===== src/rtl/irq_gate_pkg.sv =====
package irq_gate_pkg;
  localparam logic [1:0] RA_STATUS = 2'd0;
  localparam logic [1:0] RA_MASK   = 2'd1;
  localparam logic [1:0] RA_EPC    = 2'd2;
  localparam int ST_IE_BIT  = 0;
  localparam int ST_EXL_BIT = 1;

  // true when a candidate level strictly outranks the level being serviced
  function automatic logic outranks(input logic [7:0] cand, input logic [7:0] cur);
    return cand > cur;
  endfunction
endpackage


===== src/rtl/irq_pick.sv =====
module irq_pick #(
  parameter int N_SRC = 8,
  parameter int LVL_W = 3,
  localparam int IDX_W = (N_SRC > 1) ? $clog2(N_SRC) : 1
) (
  input  logic [N_SRC-1:0]       req_i,
  input  logic [N_SRC*LVL_W-1:0] prio_i,
  output logic                   any_o,
  output logic [IDX_W-1:0]       idx_o,
  output logic [LVL_W-1:0]       lvl_o
);
  logic [LVL_W-1:0] best_lvl;
  logic [IDX_W-1:0] best_idx;

  // a strict compare keeps the earliest index on a tie and never picks level 0
  always_comb begin
    best_lvl = '0;
    best_idx = '0;
    for (int i = 0; i < N_SRC; i++) begin
      if (req_i[i] && (prio_i[i*LVL_W +: LVL_W] > best_lvl)) begin
        best_lvl = prio_i[i*LVL_W +: LVL_W];
        best_idx = IDX_W'(i);
      end
    end
  end

  assign any_o = (best_lvl != '0);
  assign idx_o = best_idx;
  assign lvl_o = best_lvl;
endmodule


===== src/rtl/irq_state.sv =====
module irq_state
  import irq_gate_pkg::*;
#(
  parameter int LVL_W = 3,
  parameter int PC_W  = 32
) (
  input  logic             clk,
  input  logic             rst_n,
  input  logic             accept_i,
  input  logic [LVL_W-1:0] acc_lvl_i,
  input  logic [PC_W-1:0]  pc_i,
  input  logic             eret_i,
  input  logic             we_i,
  input  logic [1:0]       addr_i,
  input  logic [PC_W-1:0]  wdata_i,
  output logic [LVL_W-1:0] mask_o,
  output logic             exl_o,
  output logic             ie_o,
  output logic [PC_W-1:0]  epc_o,
  output logic [PC_W-1:0]  rdata_o
);
  logic wr_status, wr_mask;
  assign wr_status = we_i && (addr_i == RA_STATUS);
  assign wr_mask   = we_i && (addr_i == RA_MASK);

  // precedence at one edge: software write, then return pulse, then acceptance
  always_ff @(posedge clk or negedge rst_n) begin
    if (!rst_n) begin
      mask_o <= '0;
      exl_o  <= 1'b0;
      ie_o   <= 1'b0;
      epc_o  <= '0;
    end else begin
      if (wr_status) begin
        ie_o  <= wdata_i[ST_IE_BIT];
        exl_o <= wdata_i[ST_EXL_BIT];
      end
      if (wr_mask) mask_o <= wdata_i[LVL_W-1:0];
      if (eret_i) exl_o <= 1'b0;
      if (accept_i) begin
        mask_o <= acc_lvl_i;
        exl_o  <= 1'b1;
        epc_o  <= pc_i;
      end
    end
  end

  always_comb begin
    rdata_o = '0;
    case (addr_i)
      RA_STATUS: begin
        rdata_o[ST_IE_BIT]  = ie_o;
        rdata_o[ST_EXL_BIT] = exl_o;
      end
      RA_MASK: rdata_o[LVL_W-1:0] = mask_o;
      RA_EPC:  rdata_o = epc_o;
      default: rdata_o = '0;
    endcase
  end

  assert_eret_clears_R4: assert property (@(posedge clk) disable iff (!rst_n)
    (eret_i && !accept_i) |=> !exl_o);
  assert_accept_sets_exl_R3: assert property (@(posedge clk) disable iff (!rst_n)
    accept_i |=> (exl_o && mask_o == $past(acc_lvl_i)));
  assert_epc_capture_R6: assert property (@(posedge clk) disable iff (!rst_n)
    accept_i |=> (epc_o == $past(pc_i)));
  assert_ie_sw_only_R5: assert property (@(posedge clk) disable iff (!rst_n)
    !wr_status |=> $stable(ie_o));
endmodule


===== src/rtl/irq_level_gate.sv =====
module irq_level_gate
  import irq_gate_pkg::*;
#(
  parameter int N_SRC = 8,
  parameter int LVL_W = 3,
  parameter int PC_W  = 32,
  localparam int IDX_W = (N_SRC > 1) ? $clog2(N_SRC) : 1
) (
  input  logic                   clk,
  input  logic                   rst_n,
  input  logic [N_SRC-1:0]       req_i,
  input  logic [N_SRC*LVL_W-1:0] prio_i,
  input  logic                   retire_i,
  input  logic [PC_W-1:0]        pc_i,
  input  logic                   eret_i,
  input  logic                   reg_we_i,
  input  logic [1:0]             reg_addr_i,
  input  logic [PC_W-1:0]        reg_wdata_i,
  output logic [PC_W-1:0]        reg_rdata_o,
  output logic                   take_o,
  output logic [IDX_W-1:0]       take_id_o,
  output logic [LVL_W-1:0]       take_lvl_o
);
  logic             win_any;
  logic [IDX_W-1:0] win_idx;
  logic [LVL_W-1:0] win_lvl;
  logic [LVL_W-1:0] cur_mask;
  logic             cur_exl, cur_ie;
  logic [PC_W-1:0]  cur_epc;
  logic             gate_open, level_ok, accept;

  irq_pick #(.N_SRC(N_SRC), .LVL_W(LVL_W)) pick_i (
    .req_i(req_i), .prio_i(prio_i),
    .any_o(win_any), .idx_o(win_idx), .lvl_o(win_lvl)
  );

  assign gate_open = cur_ie && !cur_exl && retire_i;
  assign level_ok  = outranks(8'(win_lvl), 8'(cur_mask));
  assign accept    = gate_open && win_any && level_ok;

  irq_state #(.LVL_W(LVL_W), .PC_W(PC_W)) state_i (
    .clk(clk), .rst_n(rst_n),
    .accept_i(accept), .acc_lvl_i(win_lvl), .pc_i(pc_i), .eret_i(eret_i),
    .we_i(reg_we_i), .addr_i(reg_addr_i), .wdata_i(reg_wdata_i),
    .mask_o(cur_mask), .exl_o(cur_exl), .ie_o(cur_ie), .epc_o(cur_epc),
    .rdata_o(reg_rdata_o)
  );

  always_ff @(posedge clk or negedge rst_n) begin
    if (!rst_n) begin
      take_o     <= 1'b0;
      take_id_o  <= '0;
      take_lvl_o <= '0;
    end else begin
      take_o     <= accept;
      take_id_o  <= accept ? win_idx : '0;
      take_lvl_o <= accept ? win_lvl : '0;
    end
  end

  assert_mask_follows_R1: assert property (@(posedge clk) disable iff (!rst_n)
    take_o |-> (cur_mask == take_lvl_o));
  assert_strictly_higher_R2: assert property (@(posedge clk) disable iff (!rst_n)
    take_o |-> ($past(cur_mask) < take_lvl_o));
  assert_gates_open_R5: assert property (@(posedge clk) disable iff (!rst_n)
    take_o |-> ($past(cur_ie) && !$past(cur_exl) && $past(retire_i)));
  assert_single_pulse_R10: assert property (@(posedge clk) disable iff (!rst_n)
    take_o |=> !take_o);
  assert_winner_live_R7: assert property (@(posedge clk) disable iff (!rst_n)
    accept |-> (req_i[win_idx] && win_lvl != '0));
endmodule


===== config.mk =====
export PLATFORM = sky130hd
export DESIGN_NAME = irq_level_gate
export DESIGN_NICKNAME = d
export VERILOG_FILES = /design/src/rtl/irq_gate_pkg.sv /design/src/rtl/irq_pick.sv /design/src/rtl/irq_state.sv /design/src/rtl/irq_level_gate.sv
export SDC_FILE = /design/constraint.sdc
export NUM_CORES = 1
export LEC_CHECK = 0
export BUFFER_PORTS_ARGS = -buffer_cell sky130_fd_sc_hd__buf_2
export CAP_MARGIN = 20
export CORE_MARGIN = 4
export CORE_UTILIZATION = 35
export DETAILED_ROUTE_END_ITERATION = 8
export GPL_TIMING_DRIVEN = 0
export SLEW_MARGIN = 10
export SYNTH_ARGS = -nofsm -noshare
export SYNTH_HDL_FRONTEND = slang
export SYNTH_SLANG_ARGS = --single-unit

===== constraint.sdc =====
create_clock -name clk -period 3.4 [get_ports clk]
set_input_delay 0 -clock clk [delete_from_list [all_inputs] [get_ports clk]]
set_output_delay 0 -clock clk [all_outputs]
set_load 0.01 [all_outputs]

==> results.sh, run 1 <==
export IMPL_start_kind="input pin"
export IMPL_synthMuxAreaShare_pct=14.43
export IMPL_async_flop_share_pct=100.0
export IMPL_max_stage_delay_ps=430
export IMPL_cp_slowest_cell="or3b_4"
export IMPL_cts_htree_levels=2
export IMPL_drive_gt1_share_pct=52.50
export IMPL_fin_ws_ps=-6452
export IMPL_numPortBuffers=111
export IMPL_ios=142
export IMPL_p_leak_nw=2.505
export IMPL_final_core_util_pct=61.93
export IMPL_syn_avg_cell_area_sq_um=9.812
export IMPL_required_ps=3570
export IMPL_yosys_area_share_xor_xnor_pct=0
export IMPL_synth_compound_area_share_pct=20.17
export IMPL_cts_buffers_inserted=5
export IMPL_ctsRootBufferMaster="clkbuf_8"
export IMPL_fin_skew_ps=6.448
export IMPL_grt_pass1_vias=3217
export IMPL_hold_violations=0
export IMPL_synthesis_nets=429
export IMPL_pwr_share_comb_pct=55.8
export IMPL_wl_met3_um=545
export IMPL_wl_mm=9.094
export IMPL_min_path_type="in2reg"
export IMPL_initial_core_util_pct=36.59
export IMPL_synth_top_area_cell="dfrtp_1"
export IMPL_slew_viol_final=0
export IMPL_peakVddDrop_uv=213.9
export IMPL_drc=0
export IMPL_p_clk_share_pct=13.3
export IMPL_ys_top_cells_by_area="dfrtp_1 (36%), mux2_2 (11%), and2_1 (7.2%)"
export IMPL_wl_per_cell_um=14.55
export IMPL_dieArea_sq_um=10280
export IMPL_layout_nets=637
export IMPL_p_sw_share_pct=32.02
export IMPL_timing_fmax_mhz=101.5
export IMPL_yosysWarnings=0
export IMPL_clockBufferDepth=2
export IMPL_grt_max_degree=45
export IMPL_total_power_mw=2.894
export IMPL_critPathCaptureType="flop"
export IMPL_min_period_ps=9852
export IMPL_die_y_um=101.4
export IMPL_die_width_um=101.4
export IMPL_synthCells=311
export IMPL_drt_vias_per_instance=5.002
export IMPL_synth_top_family_by_area="compound AO/OA/AOI/OAI gates"
export IMPL_routed_top_layer="met4"
export IMPL_synth_enable_flop_cells=0
export IMPL_yosys_area_share_simple_pct=18.86
export IMPL_violations="setup timing"
export IMPL_clkTransAtPathRegs_ps=80
export IMPL_cp_arrival_ps=10020
export IMPL_worstSkewPairLatency_ps=290
export IMPL_cellPowerDensity_nw_per_um2=560.4
export IMPL_maxCapViolCount=0
export IMPL_setup_viol=43
export IMPL_grt_antenna_before_repair=0
export IMPL_grt_overflow_total=0
export IMPL_power_switching_mw=0.9268
export IMPL_grt_usage_pct=16.97
export IMPL_synthAdderAreaFrac_pct=7.134
export IMPL_drt_iter0_drc=84
export IMPL_synth_seq_area_share_pct=36.08
export IMPL_worstSetupPathType="in2reg"
export IMPL_place_gp_congestion=0.8429
export IMPL_rsz0062_at_grt="yes"
export IMPL_cts_tree="yes"
export IMPL_drt_pass1_iterations=4
export IMPL_max_slew_worst_pin_slew_ps=985.0
export IMPL_ys_ff_latch=44
export IMPL_status="complete, but fails checks"
export IMPL_rows=33
export IMPL_core_sq_um=8341
export IMPL_drt_met1_wl_mm=4.001
export IMPL_via_count=3126
export IMPL_p_seq_share_pct=30.8
export IMPL_layout_filler_cells=697
export IMPL_antenna_cells=0
export IMPL_worstPathMaxFanout=7
export IMPL_area_growth_pct=69.25
export IMPL_slew_headroom_pct=34.33
export IMPL_synthFlopType="dfrtp_1"
export IMPL_grt_first_pass_wirelength_mm=14.35
export IMPL_synth_most_common_cell="dfrtp_1"
export IMPL_ys_top_cells_by_count="dfrtp_1 (44), and2_1 (35), mux2_2 (31)"
export IMPL_dp_hpwl_mm=6.214
export IMPL_cts_sinks=44
export IMPL_fin_crit_sh_pct=289.8
export IMPL_drtAntennaViolNets=0
export IMPL_route_met2_wl_mm=4.431
export IMPL_synth_distinct_cells=60
export IMPL_syn_area_sq_um=3052
export IMPL_power_internal_mw=1.968
export IMPL_synth_top_area_share_pct=36.08
-- power groups by stage --
stage | logic (mW) | registers [mW] | clock network (mW)
4_1_cts | 1.40 | 0.884 | 0.407
3_5_place_dp | 1.05 | 0.889 | 0
6_report | 1.62 | 0.892 | 0.386
2_1_floorplan | 0.775 | 0.865 | 0
5_1_grt | 1.76 | 0.927 | 0.424
3_3_place_gp | 1.03 | 0.876 | 0
-- logic make-up (layout without fill, tap and decap cells) --
logic type	after synthesis	after routing
simple gates	107	107
compound gates	83	83
mux	39	39
flops	44	44
fa+ha+maj	18	18
buf+inv	20	229
-- final timing paths --
kind / from / end / slack (ps) / cells past startpoint
max: req_i[0] / state_i.epc_o[6] / -6450 / 58
min: prio_i[23] / take_lvl_o[2] / 60 / 3
max reg2reg: state_i.mask_o[2] / state_i.epc_o[6] / 880 / 11
min reg2reg: state_i.epc_o[3] / state_i.epc_o[3] / 500 / 1
max in group asynchronous: rst_n / state_i.epc_o[7] / 2380 / 2
min in group asynchronous: rst_n / state_i.epc_o[11] / 410 / 2
-- cell usage in the layout (no fill, tap or decap), types with 6 or more instances in the layout --
master / count
a21oi_1: 12
dfrtp_1: 44
and2_1: 33
ha_4: 6
nand2_1: 24
buf_6: 11
o211ai_1: 6
buf_2: 108
mux2_4: 23
mux2_2: 11
inv_1: 12
dlygate4sd3_1: 37
o21ai_0: 6
nor2_1: 9
buf_4: 43
a21oi_2: 6
ha_1: 8
-- repair_timing --
action | 4_1_cts | 5_1_grt
hold endpoints to repair | 80 | 0
endpoints found under the setup margin | 43 | 43
resized for setup | 39 | 35
hold buffers | 37 | 0
pin swaps | 35 | 19
setup buffers | 40 | 12
gates cloned | 0 | 1
-- layer usage --
layer,up-vias,GRT usage (%)
met5,-,0
met4,0,4.294
met3,10,2.410
met2,108,31.19
met1,1457,20.73
li1,1551,-
-- state kept, by name (all words and copies together) (netlist names) --
signal          count
state_i.epc_o      32
state_i.exl_o       1
state_i.ie_o        1
state_i.mask_o      3
take_id_o           3
take_lvl_o          3
take_o              1
-- through the flow --
step                hold WS, ps  cell area, sq um  setup WS, ps  TNS, ps  instances
finish                    61.21              5165         -6452  -272560        625
floorplan                -295.6              3233         -6477  -272040        311
detailed placement        189.3              3920         -7707  -323630        527
global route              77.56              5165         -7061  -298940        625
global placement          185.2              3920         -7676  -322390        527
CTS                       55.45              4881         -6359  -269140        612
-- final cells by class --
type	instances	area [sq um]	share of cell area, %
clock inverter	2	35.03	0.6783
clock buffer	6	72.57	1.405
multi-input combinational	247	2292	44.38
inverter	12	45.04	0.8721
timing repair buffer	201	1420	27.50
buffer	8	67.56	1.308
tap	105	131.4	2.544
sequential	44	1101	21.32
-- worst max-delay path, delay by kind of cell --
kind                     cells  cell delay, ps
AO/OA/AOI/OAI               25            3740
adder cells (fa/ha/maj)     11            2890
AND/OR/NAND/NOR             15            2110
multiplexers                 3             730
buffers and inverters        4             520
No activity file was read; power rests on OpenSTA's default activity.
==> run 2: changes to the inputs <==
--- a/config.mk
+++ b/config.mk
@@ -5,12 +5,14 @@
 export SDC_FILE = /design/constraint.sdc
 export NUM_CORES = 1
 export LEC_CHECK = 0
+export ABC_AREA = 1
 export BUFFER_PORTS_ARGS = -buffer_cell sky130_fd_sc_hd__buf_2
 export CAP_MARGIN = 20
 export CORE_MARGIN = 4
 export CORE_UTILIZATION = 35
 export DETAILED_ROUTE_END_ITERATION = 8
 export GPL_TIMING_DRIVEN = 0
+export HOLD_SLACK_MARGIN = 0.08
 export SLEW_MARGIN = 10
 export SYNTH_ARGS = -nofsm -noshare
 export SYNTH_HDL_FRONTEND = slang
==> run 2 against run 1 <==
- the flow still finishes with violations (setup timing)
- clock power decreased by 4%
- worst setup slack better by 2400 ps
- synthesized cell count increased by 41%
- critical path depth grew 4
- power down 13%
- global-route usage increased by 0.055 points
- largest cell class unchanged
- highest routed layer unchanged
==> results.sh, run 2 <==
export IMPL_fin_ws_ps=-4071
export IMPL_clockBufferDepth=2
export IMPL_cp_arrival_ps=7650
export IMPL_grt_first_pass_wirelength_mm=14.17
export IMPL_crit_top_cell="nand2_4"
export IMPL_ys_ff_latch=44
export IMPL_cts_htree_levels=2
export IMPL_initial_core_util_pct=36.45
export IMPL_min_path_type="in2async"
export IMPL_required_ps=3580
export IMPL_synth_distinct_cells=33
export IMPL_via_count=3395
export IMPL_worstSkewPairLatency_ps=290
export IMPL_drive_gt1_share_pct=43.37
export IMPL_die_y_um=101.0
export IMPL_synth_seq_area_share_pct=36.39
export IMPL_maxCapViolCount=0
export IMPL_layout_filler_cells=725
export IMPL_ios=142
export IMPL_async_flop_share_pct=100.0
export IMPL_synth_top_area_share_pct=36.39
export IMPL_wl_mm=9.043
export IMPL_numPortBuffers=112
export IMPL_ctsRootBufferMaster="clkbuf_8"
export IMPL_grt_overflow_total=0
export IMPL_hold_violations=0
export IMPL_drt_pass1_iterations=4
export IMPL_largest_reg_flops=32
export IMPL_fin_crit_sh_pct=219.7
export IMPL_rows=33
export IMPL_path_buf_inv=9
export IMPL_final_cell_count_no_fill=746
export IMPL_grt_pass1_vias=3221
export IMPL_final_core_util_pct=61.65
export IMPL_max_slew_worst_pin_slew_ps=485.8
export IMPL_timing_fmax_mhz=133.9
export IMPL_syn_area_sq_um=3025
export IMPL_path_delay_family="simple AND/OR/NAND/NOR gates"
export IMPL_place_ws_ps=-4907
export IMPL_drt_iter0_drc=50
export IMPL_fin_skew_ps=8.776
export IMPL_violations="setup timing"
export IMPL_cts_sinks=44
export IMPL_area_growth_pct=69.11
export IMPL_final_common_cell="nand2_1"
export IMPL_dp_cells=655
export IMPL_wl_per_cell_um=12.12
export IMPL_clkTransAtPathRegs_ps=80
export IMPL_synthCells=438
export IMPL_syn_avg_cell_area_sq_um=6.907
export IMPL_synth_enable_flop_cells=0
export IMPL_peakVddDrop_uv=242.9
export IMPL_die_width_um=101.0
export IMPL_total_power_mw=2.521
export IMPL_final_setup_tns_ps=-172990
export IMPL_synthesis_nets=556
export IMPL_drt_vias_per_instance=4.551
export IMPL_grt_usage_pct=17.03
export IMPL_slew_viol_final=0
export IMPL_cts_tree="yes"
export IMPL_drtAntennaViolNets=0
export IMPL_antenna_cells=0
export IMPL_grt_antenna_before_repair=0
export IMPL_min_period_ps=7471
export IMPL_dieArea_sq_um=10200
export IMPL_worstSetupPathType="in2reg"
export IMPL_status="complete, but fails checks"
export IMPL_final_cell_mix="nand2_1 (149), buf_2 (109), inv_1 (75)"
export IMPL_yosysWarnings=0
export IMPL_synthFlopType="dfrtp_1"
export IMPL_place_gp_congestion=0.8033
export IMPL_setup_viol=43
export IMPL_ys_top_cells_by_count="nand2_1 (172), inv_1 (79), dfrtp_1 (44)"
export IMPL_max_stage_delay_ps=270
export IMPL_ys_top_cells_by_area="dfrtp_1 (36%), nand2_1 (21%), inv_1 (9.8%)"
export IMPL_r2r_slack_ps=1710
export IMPL_rsz0062_at_grt="yes"
export IMPL_start_kind="input pin"
export IMPL_synth_top_area_cell="dfrtp_1"
export IMPL_top_register="state_i.epc_o"
export IMPL_grt_max_degree=45
export IMPL_cellPowerDensity_nw_per_um2=492.7
export IMPL_layout_nets=760
export IMPL_core_sq_um=8299
export IMPL_dp_hpwl_mm=6.077
export IMPL_critPathCaptureType="flop"
export IMPL_slew_headroom_pct=67.61
export IMPL_worstPathMaxFanout=7
export IMPL_p_leak_nw=3.126
export IMPL_synth_most_common_cell="nand2_1"
export IMPL_cts_buffers_inserted=5
export IMPL_cp_slowest_cell="ha_4"
export IMPL_drc=0
[run 2: cell count changes after synthesis, sizes merged, moves of 11 or more]
cell	delta
nand2	+171
inv	+69
and2	-35
mux2	-34
nand3	+32
a21oi	-11
[run 2: area by class of cell]
class | instances | area (sq um) | area share [%]
multi-input cells | 302 | 1992 | 38.93
repair buffers | 199 | 1394 | 27.24
flip-flops and latches | 44 | 1101 | 21.52
inverters | 82 | 322.8 | 6.310
well taps | 105 | 131.4 | 2.568
plain buffers | 8 | 76.32 | 1.492
clock buffers | 5 | 68.82 | 1.345
clock inverters | 1 | 30.03 | 0.5869
[run 2: through the flow]
step                instance area [sq um]  hold slack (ps)
CTS                                  4806            162.6
finish                               5116            126.4
global placement                     3827            195.8
detailed placement                   3827            201.6
global route                         5116            131.6
floorplan                            3136           -295.6
[run 2: kinds of logic after synthesis]
group                      share of synthesized area (%)
DFF                                                36.39
buffers and inverters                              12.90
adders and majority gates                          6.203
AOI/OAI and AO/OA                                  6.410
and+or+nand+nor                                    38.09
[run 2: final timing paths]
check	startpoint	to	cells after the start
worst max register to register	state_i.mask_o[2]	state_i.epc_o[18]	10
max in group asynchronous	rst_n	state_i.epc_o[12]	3
worst max-delay path	prio_i[1]	state_i.epc_o[18]	62
worst min-delay path	rst_n	state_i.ie_o	2
min in group clk	reg_we_i	state_i.mask_o[1]	4
worst min register to register	state_i.epc_o[20]	state_i.epc_o[20]	2
[run 2: per-layer routing]
layer / global-route usage (%) / up-vias / routed length (um)
met4: 4.908 / 0 / 191
met3: 2.837 / 18 / 489
met2: 31.14 / 90 / 4589
met1: 20.38 / 1557 / 3773
met5: 0 / - / 0
li1: - / 1730 / -
[run 2: report_power, final]
part / total (mW) / internal (mW) / switching [mW] / leakage [nW]
registers: 0.835 / 0.724 / 0.111 / 0.565
clock network: 0.369 / 0.211 / 0.158 / 0.0501
logic: 1.32 / 0.636 / 0.680 / 2.51
[run 2: worst reg2reg max path, cell delays in order (launching register included)]
cell and delay [ps]:
dfrtp_1 400, inv_1 90, ha_4 280, nand3_2 80, nor2_2 120, nor2_2 70
nand2_4 150, clkinv_8 120, buf_4 170, nand2_1 60, nand2_1 50
[run 2: repair_timing]
| action | 4_1_cts | 5_1_grt |
|---|---|---|
| pin swaps | 40 | 16 |
| endpoints found under the hold margin | 80 | 0 |
| gates resized for setup | 43 | 43 |
| cloned | 2 | 0 |
| endpoints found under the setup margin | 43 | 43 |
| hold buffers | 39 | 0 |
| buffers inserted | 35 | 10 |
